### src/rtl/ext_bus_seq_pkg.sv
`timescale 1ns/1ps
package ext_bus_seq_pkg;
  localparam int SU_W = 2;
  localparam int WD_W = 4;
  localparam int HO_W = 2;
  localparam int TREG_W = SU_W + WD_W + HO_W;

  typedef enum logic [1:0] {
    ST_IDLE,
    ST_SETUP,
    ST_STROBE,
    ST_HOLD
  } phase_e;

  // Field order follows the register bit layout: setup high, hold low.
  typedef struct packed {
    logic [SU_W-1:0] setup;
    logic [WD_W-1:0] width;
    logic [HO_W-1:0] hold;
  } timing_t;
endpackage

### src/rtl/ebs_timing_reg.sv
`timescale 1ns/1ps
module ebs_timing_reg
  import ext_bus_seq_pkg::*;
#(
  parameter int REG_AW = 8,
  parameter logic [REG_AW-1:0] TIMING_ADDR = 8'h84
) (
  input  logic              clk,
  input  logic              rst,
  input  logic              wr_en,
  input  logic [REG_AW-1:0] addr,
  input  logic [TREG_W-1:0] wdata,
  output timing_t           timing_q
);
  logic hit;
  assign hit = wr_en && (addr == TIMING_ADDR);

  always_ff @(posedge clk) begin
    if (rst) begin
      timing_q <= '1;
    end else if (hit) begin
      timing_q <= timing_t'(wdata);
    end
  end
endmodule

### src/rtl/ebs_phase_fsm.sv
`timescale 1ns/1ps
module ebs_phase_fsm
  import ext_bus_seq_pkg::*;
(
  input  logic    clk,
  input  logic    rst,
  input  logic    start,
  input  timing_t t_live,
  output phase_e  state_q,
  output phase_e  nxt_state,
  output logic    last_strobe,
  output logic    leave
);
  localparam int CNT_W = (WD_W > SU_W) ? ((WD_W > HO_W) ? WD_W : HO_W)
                                       : ((SU_W > HO_W) ? SU_W : HO_W);

  logic [CNT_W-1:0] cnt_q, cnt_d;
  logic [WD_W-1:0]  width_q, width_d;
  logic [HO_W-1:0]  hold_q, hold_d;

  always_comb begin
    nxt_state = state_q;
    cnt_d     = cnt_q;
    width_d   = width_q;
    hold_d    = hold_q;
    unique case (state_q)
      ST_IDLE: begin
        if (start) begin
          width_d = t_live.width;
          hold_d  = t_live.hold;
          if (t_live.setup != '0) begin
            nxt_state = ST_SETUP;
            cnt_d     = CNT_W'(t_live.setup) - CNT_W'(1);
          end else begin
            nxt_state = ST_STROBE;
            cnt_d     = CNT_W'(t_live.width);
          end
        end
      end
      ST_SETUP: begin
        if (cnt_q == '0) begin
          nxt_state = ST_STROBE;
          cnt_d     = CNT_W'(width_q);
        end else begin
          cnt_d = cnt_q - CNT_W'(1);
        end
      end
      ST_STROBE: begin
        if (cnt_q == '0) begin
          if (hold_q != '0) begin
            nxt_state = ST_HOLD;
            cnt_d     = CNT_W'(hold_q) - CNT_W'(1);
          end else begin
            nxt_state = ST_IDLE;
          end
        end else begin
          cnt_d = cnt_q - CNT_W'(1);
        end
      end
      ST_HOLD: begin
        if (cnt_q == '0) begin
          nxt_state = ST_IDLE;
        end else begin
          cnt_d = cnt_q - CNT_W'(1);
        end
      end
      default: nxt_state = ST_IDLE;
    endcase
  end

  assign last_strobe = (state_q == ST_STROBE) && (cnt_q == '0);
  assign leave       = (state_q != ST_IDLE) && (nxt_state == ST_IDLE);

  always_ff @(posedge clk) begin
    if (rst) begin
      state_q <= ST_IDLE;
      cnt_q   <= '0;
      width_q <= '1;
      hold_q  <= '1;
    end else begin
      state_q <= nxt_state;
      cnt_q   <= cnt_d;
      width_q <= width_d;
      hold_q  <= hold_d;
    end
  end
endmodule

### src/rtl/ebs_bus_drive.sv
`timescale 1ns/1ps
module ebs_bus_drive
  import ext_bus_seq_pkg::*;
#(
  parameter int ADDR_W = 16,
  parameter int DATA_W = 8
) (
  input  logic              clk,
  input  logic              rst,
  input  logic              start,
  input  logic              req_write,
  input  logic [ADDR_W-1:0] req_addr,
  input  logic [DATA_W-1:0] req_wdata,
  input  phase_e            nxt_state,
  input  logic              last_strobe,
  input  logic              leave,
  input  logic [DATA_W-1:0] bus_din,
  output logic              req_ready,
  output logic              done,
  output logic [DATA_W-1:0] rd_data,
  output logic [ADDR_W-1:0] bus_addr,
  output logic [DATA_W-1:0] bus_dout,
  output logic              bus_oe,
  output logic              bus_active,
  output logic              bus_rd_n,
  output logic              bus_wr_n
);
  logic wr_q;
  logic wr_dir;
  logic nxt_busy;
  logic nxt_strobe;

  assign wr_dir     = start ? req_write : wr_q;
  assign nxt_busy   = (nxt_state != ST_IDLE);
  assign nxt_strobe = (nxt_state == ST_STROBE);

  always_ff @(posedge clk) begin
    if (rst) begin
      wr_q       <= 1'b0;
      req_ready  <= 1'b1;
      done       <= 1'b0;
      rd_data    <= '0;
      bus_addr   <= '0;
      bus_dout   <= '0;
      bus_oe     <= 1'b0;
      bus_active <= 1'b0;
      bus_rd_n   <= 1'b1;
      bus_wr_n   <= 1'b1;
    end else begin
      if (start) begin
        wr_q     <= req_write;
        bus_addr <= req_addr;
        bus_dout <= req_wdata;
      end
      if (last_strobe && !wr_q) begin
        rd_data <= bus_din;
      end
      req_ready  <= !nxt_busy;
      done       <= leave;
      bus_active <= nxt_busy;
      bus_oe     <= nxt_busy && wr_dir;
      bus_rd_n   <= !(nxt_strobe && !wr_dir);
      bus_wr_n   <= !(nxt_strobe && wr_dir);
    end
  end
endmodule

### src/rtl/ext_bus_seq.sv
`timescale 1ns/1ps
module ext_bus_seq
  import ext_bus_seq_pkg::*;
#(
  parameter int ADDR_W = 16,
  parameter int DATA_W = 8,
  parameter int REG_AW = 8,
  parameter logic [REG_AW-1:0] TIMING_ADDR = 8'h84
) (
  input  logic              clk,
  input  logic              rst,
  input  logic              reg_wr_en,
  input  logic [REG_AW-1:0] reg_addr,
  input  logic [TREG_W-1:0] reg_wdata,
  output logic [TREG_W-1:0] reg_rdata,
  input  logic              req_valid,
  output logic              req_ready,
  input  logic              req_write,
  input  logic [ADDR_W-1:0] req_addr,
  input  logic [DATA_W-1:0] req_wdata,
  output logic              done,
  output logic [DATA_W-1:0] rd_data,
  output logic [ADDR_W-1:0] bus_addr,
  output logic [DATA_W-1:0] bus_dout,
  output logic              bus_oe,
  output logic              bus_active,
  output logic              bus_rd_n,
  output logic              bus_wr_n,
  input  logic [DATA_W-1:0] bus_din
);
  timing_t timing_q;
  phase_e  state_q, nxt_state;
  logic    last_strobe, leave, start;

  assign start     = req_valid && req_ready;
  assign reg_rdata = timing_q;

  ebs_timing_reg #(.REG_AW(REG_AW), .TIMING_ADDR(TIMING_ADDR)) u_treg (
    .clk      (clk),
    .rst      (rst),
    .wr_en    (reg_wr_en),
    .addr     (reg_addr),
    .wdata    (reg_wdata),
    .timing_q (timing_q)
  );

  ebs_phase_fsm u_fsm (
    .clk         (clk),
    .rst         (rst),
    .start       (start),
    .t_live      (timing_q),
    .state_q     (state_q),
    .nxt_state   (nxt_state),
    .last_strobe (last_strobe),
    .leave       (leave)
  );

  ebs_bus_drive #(.ADDR_W(ADDR_W), .DATA_W(DATA_W)) u_drv (
    .clk         (clk),
    .rst         (rst),
    .start       (start),
    .req_write   (req_write),
    .req_addr    (req_addr),
    .req_wdata   (req_wdata),
    .nxt_state   (nxt_state),
    .last_strobe (last_strobe),
    .leave       (leave),
    .bus_din     (bus_din),
    .req_ready   (req_ready),
    .done        (done),
    .rd_data     (rd_data),
    .bus_addr    (bus_addr),
    .bus_dout    (bus_dout),
    .bus_oe      (bus_oe),
    .bus_active  (bus_active),
    .bus_rd_n    (bus_rd_n),
    .bus_wr_n    (bus_wr_n)
  );
endmodule

### config.mk
export PLATFORM = sky130hd
export DESIGN_NAME = ext_bus_seq
export DESIGN_NICKNAME = d
export VERILOG_FILES = /design/src/rtl/ext_bus_seq_pkg.sv /design/src/rtl/ebs_timing_reg.sv /design/src/rtl/ebs_phase_fsm.sv /design/src/rtl/ebs_bus_drive.sv /design/src/rtl/ext_bus_seq.sv
export SDC_FILE = /design/constraint.sdc
export NUM_CORES = 1
export LEC_CHECK = 0
export BUFFER_PORTS_ARGS = -buffer_cell sky130_fd_sc_hd__buf_4
export CORE_ASPECT_RATIO = 2
export CORE_MARGIN = 2
export CORE_UTILIZATION = 46
export DETAILED_ROUTE_END_ITERATION = 6
export PLACE_DENSITY = 0.77
export SLEW_MARGIN = 10
export SYNTH_ARGS = -nofsm -noshare
export SYNTH_HDL_FRONTEND = slang
export SYNTH_SLANG_ARGS = --single-unit
### constraint.sdc
create_clock -name clk -period 5 [get_ports clk]
set_input_delay 0.5 -clock clk [delete_from_list [all_inputs] [get_ports clk]]
set_output_delay 0.5 -clock clk [all_outputs]
set_load 0.05 [all_outputs]
==> results.py, run 1 <==
metrics = {
    "pwr": {
        "total_leakage_power_nw": 1.61,
        "irDropWorstVdd_mv": 0.371,
        "finalPower_w": 0.00174,
        "power-per-cell-area_nw_per_um2": 519,
    },
    "yosys": {
        "post-synth-top-area-fraction": 0.488,
        "synth_top_cell_by_area": "dfxtp_1",
        "synth_sequential_area_ratio": 0.488,
        "post_synth_most_frequent_cells": "69 x nand2_1, 59 x dfxtp_1, 28 x a21oi_1",
        "post_synthesis_net_count": 334,
        "syn_area_sq_um": 2420,
        "post-synth-top-count-cell": "nand2_1",
        "ys_seq_elements": 59,
        "synth_cell_types": 42,
        "synth_edf_count": 0,
        "yosys-top-cells-area": "dfxtp_1 49%, nand2_1 11%, mux2i_1 7.0%",
        "yosys_warnings": 0,
        "synth_async_sr_flop_share": 0,
        "dominantRegCellSynth": "dfxtp_1",
        "synth_area_per_cell_sq_um": 8.74,
        "post_synth_inst_count": 277,
    },
    "sta": {
        "setup_violations": 0,
        "unrepaired_setup_endpoints_after_global_routing": "no",
        "max_clock_freq_mhz": 485,
        "finalHoldViolCount": 0,
        "post-route-period-util": 0.412,
        "min_period_ns": 2.06,
        "worst_tran_pin_value_ns": 1.11,
        "number_of_max_slew_violations_in_the_final_report": 0,
        "setup_tns_ns": 0,
        "slew-limit-headroom": 0.258,
        "skew_ns": 0.00854,
    },
    "drt": {
        "antenna_violating_nets_post_route": 0,
        "via_count": 2264,
        "drt_pass1_iterations": 4,
        "avgRoutedWirePerCell_microns": 13.5,
        "routed_via_density": 5.24,
        "initial_detailed_routing_violation_count": 87,
        "drc_errors": 0,
        "drt_wl_total_microns": 5820,
    },
    "clock_tree": {
        "clk-insertion-delay-late_ns": 0.33,
        "cts-hold-fix-buffers": 0,
        "worst_setup_hold_path_clk_slew_ns": 0.06,
        "clock_tree_from_tritoncts": "done",
        "cts_max_path_bufs": 2,
        "htreeDepth": 3,
        "cts-buffers-inserted": 9,
        "tritoncts_num_sinks": 59,
        "number_of_gates_resized_after_cts": 0,
        "post-cts-setup-buffer-count": 0,
        "clock_tree.root_cell": "clkbuf_8",
    },
    "placement": {
        "gpl.final_weighted_congestion": 0.824,
        "place_area_sq_um": 3150,
        "place.detailed.hpwl_microns": 4240,
        "numPlacedInstances": 417,
        "port_buffers": 98,
    },
    "global_routing": {
        "number_of_global_route_vias_before_repair": 2041,
        "grt_pass1_wl_microns": 9090,
        "antenna_violations_before_repair": 0,
        "remaining_global_route_overflow": 0,
        "largest_net_degree_at_the_start_of_global_routing": 41,
        "grt.total_usage": 0.197,
    },
    "worst_hold_path": {
        "worstHoldPathType": "input pin to register",
        "timing.hold.worst_endpoint": "u_treg.timing_q[7]",
        "min_from": "reg_wdata[7]",
        "timing.hold.worst_path_depth": 3,
    },
    "final_layout": {
        "layout.nets": 427,
        "areaGrowthSynthToFinish_pct": 38.2,
        "ant_diodes": 0,
        "layout-drive-gt1-share": 0.329,
        "fill_cells": 447,
        "layoutNonFillerInstCount": 432,
        "final_area_sq_um": 3350,
    },
    "worst_setup_path": {
        "startpoint_of_the_worst_register_to_register_path": "u_drv.req_ready",
        "worst-setup-path-type": "register to register",
        "crit_path_max_fanout": 32,
        "critical_path_required_ns": 5.20,
        "timing.critical_path.from_type": "register",
        "worstSetupEndpointType": "register",
        "ff2ff_setup_slack_ns": 2.94,
        "reg2reg_to": "u_drv.bus_rd_n",
        "reg2regPathDepth": 4,
        "cp.arrival_ns": 2.26,
    },
    "run": {
        "max_cap_viol_count": 0,
    },
    "floorplanning": {
        "floorplan.initialDensity": 0.476,
        "num_io_pins": 99,
        "die_span_x_microns": 55.3,
        "fp-row-count": 37,
        "die_area_sq_um": 5900,
        "core_region_area_sq_um": 5090,
        "die_y_microns": 107,
    },
    "run_status": {
        "outcome": "complete, no violations",
    },
}
power by group:
| group | internal (W) | total (W) | switching, W |
|---|---|---|---|
| sequential | 0.000551 | 0.000628 | 0.0000774 |
| clock | 0.000254 | 0.000422 | 0.000167 |
| combinational | 0.000255 | 0.000686 | 0.000431 |
| total | 0.00106 | 0.00174 | 0.000676 |
layout by cell type (no fill, tap or decap), drive strengths merged:
cell,count
buf,98
or4,1
inv,8
a31o,1
bufinv,1
dfxtp,59
nand4,4
a311o,1
nand2,70
nor2,15
nand3,16
mux2i,17
o211ai,1
a2bb2oi,1
and2,3
nand2b,2
o21a,1
nor3,3
o32ai,2
a21oi,29
a221o,1
o31ai,2
o21ai,9
a32oi,1
a221oi,1
o21ba,1
nand3b,1
clkinv,1
ha,4
clkbuf,13
nor3b,1
or3b,1
a31oi,3
nor4b,2
cells by family (layout without fill, tap and decap cells):
| kind of cell | after synthesis | in the layout | share of synthesized area |
|---|---|---|---|
| AOI/OAI and AO/OA | 54 | 54 | 0.149 |
| buffers and inverters | 24 | 121 | 0.0444 |
| DFF | 59 | 59 | 0.488 |
| adders and majority gates | 4 | 4 | 0.0207 |
| and+or+nand+nor | 119 | 119 | 0.228 |
| muxes | 17 | 17 | 0.0702 |
flip-flops by register name (all words and copies together) (netlist names), 2 cells and up:
name / count
u_fsm.hold_q: 2
u_treg.timing_q: 8
u_fsm.cnt_q: 4
u_drv.rd_data: 8
u_fsm.state_q: 2
u_fsm.width_q: 4
u_drv.bus_dout: 8
u_drv.bus_addr: 16
through the flow:
step,hold slack (ns),utilization,worst slack [ns]
finish,0.378,0.657,2.94
global placement,0.442,0.619,2.76
detailed placement,0.447,0.619,2.71
global route,0.374,0.657,2.73
CTS,0.360,0.657,2.93
floorplan,0.431,-,3.40
worst max-delay path, cell delays in order (launching register included):
cell and delay [ns]:
dfxtp_1 0.36, and2_1 0.88, a32oi_1 0.29, a21oi_1 0.31
nand3_1 0.10
per-layer routing:
| layer | vias to the layer above | global-route usage | share of wire |
|---|---|---|---|
| li1 | 1134 | - | - |
| met1 | 1041 | 0.196 | 0.37 |
| met2 | 80 | 0.355 | 0.55 |
| met3 | 9 | 0.0507 | 0.057 |
| met4 | 0 | 0.118 | 0.024 |
| met5 | - | 0 | 0 |
final cells by class:
| cell class | count | area, sq um | share of cell area |
|---|---|---|---|
| clock buffers | 13 | 159 | 0.0475 |
| clock inverters | 2 | 35.0 | 0.0105 |
| inverters | 8 | 30.0 | 0.00897 |
| multi-input cells | 194 | 1130 | 0.339 |
| flip-flops and latches | 59 | 1180 | 0.353 |
| well taps | 58 | 72.6 | 0.0217 |
| repair buffers | 98 | 736 | 0.220 |
how the worst max path moves through the flow:
stage	startpoint	endpoint	slack, ns	cells past startpoint
2_1_floorplan	u_fsm.cnt_q[1]	u_fsm.cnt_q[1]	3.40	7
3_3_place_gp	req_valid	u_drv.bus_rd_n	2.76	5
3_5_place_dp	req_valid	u_drv.bus_rd_n	2.71	5
4_1_cts	u_drv.req_ready	u_drv.bus_rd_n	2.93	4
5_1_grt	u_drv.req_ready	u_drv.bus_rd_n	2.73	4
6_report	u_drv.req_ready	u_drv.bus_rd_n	2.94	4
Note: power is estimated with default switching activity, not from simulation.
==> inputs of run 2 (changes only) <==
Settings changed: ABC_AREA set to 1, CORE_UTILIZATION 46 to 43, PLACE_DENSITY 0.77 to 0.75.
Clock period 5 ns to 1.8 ns, I/O delays scaled along.
==> results.py, run 2 <==
metrics = {
    "run_status": {
        "outcome": "complete, no violations",
    },
    "yosys": {
        "post_synth_most_frequent_cells": "79 x nor2_1, 59 x dfxtp_1, 51 x nand2_1",
        "post_synthesis_net_count": 384,
        "synth_cell_types": 26,
        "syn_area_sq_um": 2460,
        "post-synth-top-area-fraction": 0.480,
        "post-synth-top-count-cell": "nor2_1",
        "synth_top_cell_by_area": "dfxtp_1",
        "dominantRegCellSynth": "dfxtp_1",
        "synth_sequential_area_ratio": 0.480,
        "yosys_warnings": 0,
        "synth_edf_count": 0,
        "synth_async_sr_flop_share": 0,
        "ys_seq_elements": 59,
        "yosys-top-cells-area": "dfxtp_1 48%, nor2_1 12%, nand2_1 7.8%",
        "post_synth_inst_count": 327,
        "synth_area_per_cell_sq_um": 7.52,
    },
    "final_layout": {
        "layout_common_cells": "101 x buf_4, 79 x nor2_1, 59 x dfxtp_1",
        "ant_diodes": 0,
        "layout-drive-gt1-share": 0.317,
        "registers.top_by_ff_count": "u_drv.bus_addr",
        "largest_register_ffs": 16,
        "ff_latch_area_sq_um": 1180,
        "multi_input_gate_area_in_the_final_layout_sq_um": 1140,
        "layoutNonFillerInstCount": 496,
        "fill_cells": 503,
        "final_area_sq_um": 3540,
        "layout.nets": 487,
        "areaGrowthSynthToFinish_pct": 44.1,
        "layout_commonest_cell": "buf_4",
    },
    "clock_tree": {
        "tritoncts_num_sinks": 59,
        "cts-buffers-inserted": 9,
        "cts-hold-fix-buffers": 0,
        "number_of_gates_resized_after_cts": 0,
        "clock_tree.root_cell": "clkbuf_16",
        "clock_tree_from_tritoncts": "done",
        "worst_setup_hold_path_clk_slew_ns": 0.05,
        "htreeDepth": 3,
        "cts_max_path_bufs": 2,
        "clk-insertion-delay-late_ns": 0.32,
        "post-cts-setup-buffer-count": 0,
    },
    "global_routing": {
        "grt_pass1_wl_microns": 10900,
        "number_of_global_route_vias_before_repair": 2489,
        "remaining_global_route_overflow": 0,
        "antenna_violations_before_repair": 0,
        "grt.total_usage": 0.212,
        "largest_net_degree_at_the_start_of_global_routing": 53,
    },
    "floorplanning": {
        "die_span_x_microns": 57.5,
        "core_region_area_sq_um": 5610,
        "fp-row-count": 39,
        "floorplan.initialDensity": 0.438,
        "die_y_microns": 111,
        "die_area_sq_um": 6380,
        "num_io_pins": 99,
    },
    "drt": {
        "drt_wl_total_microns": 6350,
        "drt_pass1_iterations": 4,
        "initial_detailed_routing_violation_count": 91,
        "drc_errors": 0,
        "avgRoutedWirePerCell_microns": 12.8,
        "routed_via_density": 5.05,
        "via_count": 2503,
        "antenna_violating_nets_post_route": 0,
    },
    "pwr": {
        "finalPower_w": 0.00605,
        "power-per-cell-area_nw_per_um2": 1710,
        "total_leakage_power_nw": 1.78,
        "irDropWorstVdd_mv": 1.27,
    },
    "run": {
        "max_cap_viol_count": 0,
    },
    "sta": {
        "hold_ws_ns": 0.0558,
        "setup_tns_ns": 0,
        "number_of_max_slew_violations_in_the_final_report": 0,
        "post-route-period-util": 0.879,
        "min_period_ns": 1.58,
        "max_clock_freq_mhz": 632,
        "finalHoldViolCount": 0,
        "skew_ns": 0.00550,
        "slew-limit-headroom": 0.576,
        "unrepaired_setup_endpoints_after_global_routing": "no",
        "worst_tran_pin_value_ns": 0.634,
        "setup_violations": 0,
    },
    "placement": {
        "port_buffers": 98,
        "place_area_sq_um": 3260,
        "gpl.final_weighted_congestion": 0.930,
        "place.detailed.hpwl_microns": 4690,
        "numPlacedInstances": 480,
    },
    "worst_setup_path": {
        "cp.arrival_ns": 1.84,
        "startpoint_of_the_worst_register_to_register_path": "u_fsm.cnt_q[0]",
        "worst-setup-path-type": "register to register",
        "cp-startpoint": "u_fsm.cnt_q[0]",
        "timing.critical_path.from_type": "register",
        "crit_path_max_fanout": 9,
        "worstSetupEndpointType": "register",
        "critical_path_required_ns": 2.06,
    },
    "worst_hold_path": {
        "worstHoldPathType": "input pin to register",
        "min_from": "rst",
    },
}
[run 2: power breakdown]
group	internal, W	leakage, nW	switching [W]	total, W
Clock	0.00106	0.143	0.000565	0.00163
Combinational	0.000820	1.15	0.00178	0.00260
Sequential	0.00161	0.485	0.000205	0.00182
Total	0.00350	1.78	0.00255	0.00605
[run 2: kinds of logic (layout without fill, tap and decap cells)]
| group | after synthesis | in the layout | share of synthesized area |
|---|---|---|---|
| buf+inv | 35 | 143 | 0.0544 |
| simple gates | 181 | 181 | 0.340 |
| compound gates | 46 | 46 | 0.0972 |
| xor+xnor | 1 | 1 | 0.00356 |
| fa+ha+maj | 4 | 4 | 0.0203 |
| mux | 1 | 1 | 0.00407 |
| flops | 59 | 59 | 0.480 |
[run 2: metrics by stage]
step | util | worst slack (ns)
global route | 0.632 | 0.0566
detailed placement | 0.581 | 0.230
CTS | 0.632 | 0.216
global placement | 0.581 | 0.345
finish | 0.632 | 0.218
floorplan | - | 0.156
[run 2: final timing paths]
check | to | slack, ns | depth (start not counted)
setup / recovery | u_drv.rd_data[0] | 0.22 | 8
hold / removal | u_fsm.cnt_q[1] | 0.06 | 2
setup reg to reg | u_drv.rd_data[0] | 0.22 | 8
hold reg to reg | u_drv.bus_addr[7] | 0.48 | 2
[run 2: cell type report]
cell class / instances / share of cell area
clock buffer: 11 / 0.0657
clock inverter: 5 / 0.0152
inverter: 26 / 0.0275
multi-input combinational: 233 / 0.323
sequential: 59 / 0.333
tap: 61 / 0.0215
timing repair buffer: 101 / 0.214
[run 2: layer usage]
| metal | wire (microns) | vias up | track usage | share of wire |
|---|---|---|---|---|
| met5 | 0 | - | 0 | 0 |
| met2 | 3240 | 97 | 0.361 | 0.51 |
| met3 | 453 | 17 | 0.0513 | 0.071 |
| met1 | 2470 | 1118 | 0.243 | 0.39 |
| li1 | - | 1271 | - | - |
| met4 | 189 | 0 | 0.0946 | 0.030 |
[run 2: critical path: stages, from the launching register on]
cell and delay [ns]:
dfxtp_1 0.30, inv_1 0.14, ha_1 0.31, nand2_1 0.10, nor2_2 0.20, nand2_2 0.16, inv_2 0.16, nor2_1 0.06
nor2_1 0.10
==> inputs of run 3 (changes only) <==
Settings changed: CORE_UTILIZATION 43 to 46, PLACE_DENSITY 0.75 to 0.77.
Clock period 1.8 ns to 2.1 ns, I/O delays scaled along.
==> results.py, run 3 (same netlist as run 2, synthesis figures left out) <==
metrics = {
    "run_status": {
        "outcome": "complete, no violations",
    },
    "worst_setup_path": {
        "ff2ff_setup_slack_ns": 0.49,
        "reg2reg_to": "u_drv.rd_data[1]",
        "cp.arrival_ns": 1.84,
        "critPathCapture": "u_drv.rd_data[1]",
        "max_stage_delay_ns": 0.32,
        "cp-startpoint": "u_fsm.cnt_q[0]",
        "reg2regPathDepth": 7,
        "crit_path_max_fanout": 9,
        "critical_path_required_ns": 2.33,
        "startpoint_of_the_worst_register_to_register_path": "u_fsm.cnt_q[0]",
        "worst-setup-path-type": "register to register",
        "timing.critical_path.from_type": "register",
        "worstPathCellList": "inv_1 -> ha_1 -> nand2_1 -> nor2_2 -> nand2_2 -> o21ai_0 -> nor2_1",
        "cpMaxStageDelayCell": "dfxtp_1",
        "worstSetupEndpointType": "register",
    },
    "sta": {
        "setup_violations": 0,
        "min_period_ns": 1.61,
        "finalHoldViolCount": 0,
        "post-route-period-util": 0.766,
        "setup_tns_ns": 0,
        "max_clock_freq_mhz": 621,
        "worst_tran_pin_value_ns": 0.544,
        "slew-limit-headroom": 0.635,
        "number_of_max_slew_violations_in_the_final_report": 0,
        "skew_ns": 0.00380,
        "unrepaired_setup_endpoints_after_global_routing": "no",
    },
    "placement": {
        "numPlacedInstances": 480,
        "place.detailed.hpwl_microns": 5190,
        "port_buffers": 98,
        "gpl.final_weighted_congestion": 0.860,
    },
    "floorplanning": {
        "die_span_x_microns": 55.7,
        "fp-row-count": 37,
        "floorplan.initialDensity": 0.479,
        "num_io_pins": 99,
        "die_area_sq_um": 5980,
        "core_region_area_sq_um": 5140,
        "die_y_microns": 107,
    },
    "drt": {
        "drc_errors": 0,
        "via_count": 2572,
        "drt_pass1_iterations": 4,
        "wl_met1_microns": 2170,
        "top_layer": "met4",
        "antenna_violating_nets_post_route": 0,
        "met3WireLength_microns": 351,
        "routed_via_density": 5.21,
        "detailroute.wirelength.met2_microns": 3790,
        "initial_detailed_routing_violation_count": 122,
        "drt_wl_total_microns": 6680,
        "avgRoutedWirePerCell_microns": 13.5,
    },
    "clock_tree": {
        "cts_max_path_bufs": 2,
        "clk-insertion-delay-late_ns": 0.34,
        "cts-buffers-inserted": 9,
        "clock_tree_from_tritoncts": "done",
        "clock_tree.root_cell": "clkbuf_8",
        "tritoncts_num_sinks": 59,
        "cts-hold-fix-buffers": 0,
        "number_of_gates_resized_after_cts": 0,
        "post-cts-setup-buffer-count": 0,
        "htreeDepth": 3,
        "worst_setup_hold_path_clk_slew_ns": 0.06,
    },
    "worst_hold_path": {
        "min_from": "rst",
        "worstHoldPathType": "input pin to register",
    },
    "global_routing": {
        "largest_net_degree_at_the_start_of_global_routing": 33,
        "grt.total_usage": 0.232,
        "remaining_global_route_overflow": 0,
        "antenna_violations_before_repair": 0,
        "grt_pass1_wl_microns": 10600,
        "number_of_global_route_vias_before_repair": 2504,
    },
    "final_layout": {
        "fin_util": 0.677,
        "layoutNonFillerInstCount": 494,
        "largest_register_ffs": 16,
        "registers.top_by_ff_count": "u_drv.bus_addr",
        "layout.nets": 490,
        "layout_common_cells": "104 x buf_4, 79 x nor2_1, 59 x dfxtp_1",
        "layout_commonest_cell": "buf_4",
        "areaGrowthSynthToFinish_pct": 41.4,
        "layout-drive-gt1-share": 0.323,
        "ant_diodes": 0,
    },
    "pwr": {
        "irDropWorstVdd_mv": 1.05,
        "total_leakage_power_nw": 1.75,
        "finalPower_w": 0.00485,
        "power-per-cell-area_nw_per_um2": 1390,
    },
    "run": {
        "max_cap_viol_count": 0,
    },
}
## run 3: worst min-delay path by stage
stage,cells after the start,to
floorplan,1,u_fsm.cnt_q[1]
global placement,2,u_fsm.cnt_q[1]
detailed placement,2,u_fsm.state_q[0]
CTS,2,u_fsm.state_q[0]
global route,2,u_fsm.state_q[0]
finish,2,u_fsm.state_q[0]
## run 3: report_power, final
part | switching (W) | internal (W) | leakage (nW) | total [W]
sequential | 0.000179 | 0.00138 | 0.485 | 0.00156
combinational | 0.00154 | 0.000706 | 1.16 | 0.00225
clock | 0.000412 | 0.000629 | 0.104 | 0.00104
total | 0.00213 | 0.00272 | 1.75 | 0.00485
## run 3: layout make-up
| type | count | area [sq um] |
|---|---|---|
| repair buffers | 104 | 781 |
| flip-flops and latches | 59 | 1180 |
| clock buffers | 12 | 165 |
| multi-input cells | 233 | 1140 |
| inverters | 26 | 97.6 |
| fillers | 456 | 1660 |
| well taps | 58 | 72.6 |
| clock inverters | 2 | 35.0 |
## run 3: layer usage
layer  track usage  up-vias
met2         0.443      119
met1         0.202     1149
met5             0        -
met4         0.181        0
met3        0.0445       35
li1              -     1269
## run 3: critical path, delay by kind of cell (launching register included)
family | cells | cell delay [ns]
AND/OR/NAND/NOR | 4 | 0.51
flip-flops | 1 | 0.32
adder cells (fa/ha/maj) | 1 | 0.30
AO/OA/AOI/OAI | 1 | 0.25
buffers and inverters | 1 | 0.13
## run 3: through the flow
| step | area, sq um | hold WS (ns) | setup WS, ns |
|---|---|---|---|
| global route | 3480 | 0.0750 | 0.348 |
| finish | 3480 | 0.0720 | 0.490 |
| detailed placement | 3280 | 0.419 | 0.564 |
| CTS | 3480 | 0.0584 | 0.502 |
| floorplan | 2460 | 0.279 | 0.456 |
| global placement | 3280 | 0.413 | 0.651 |
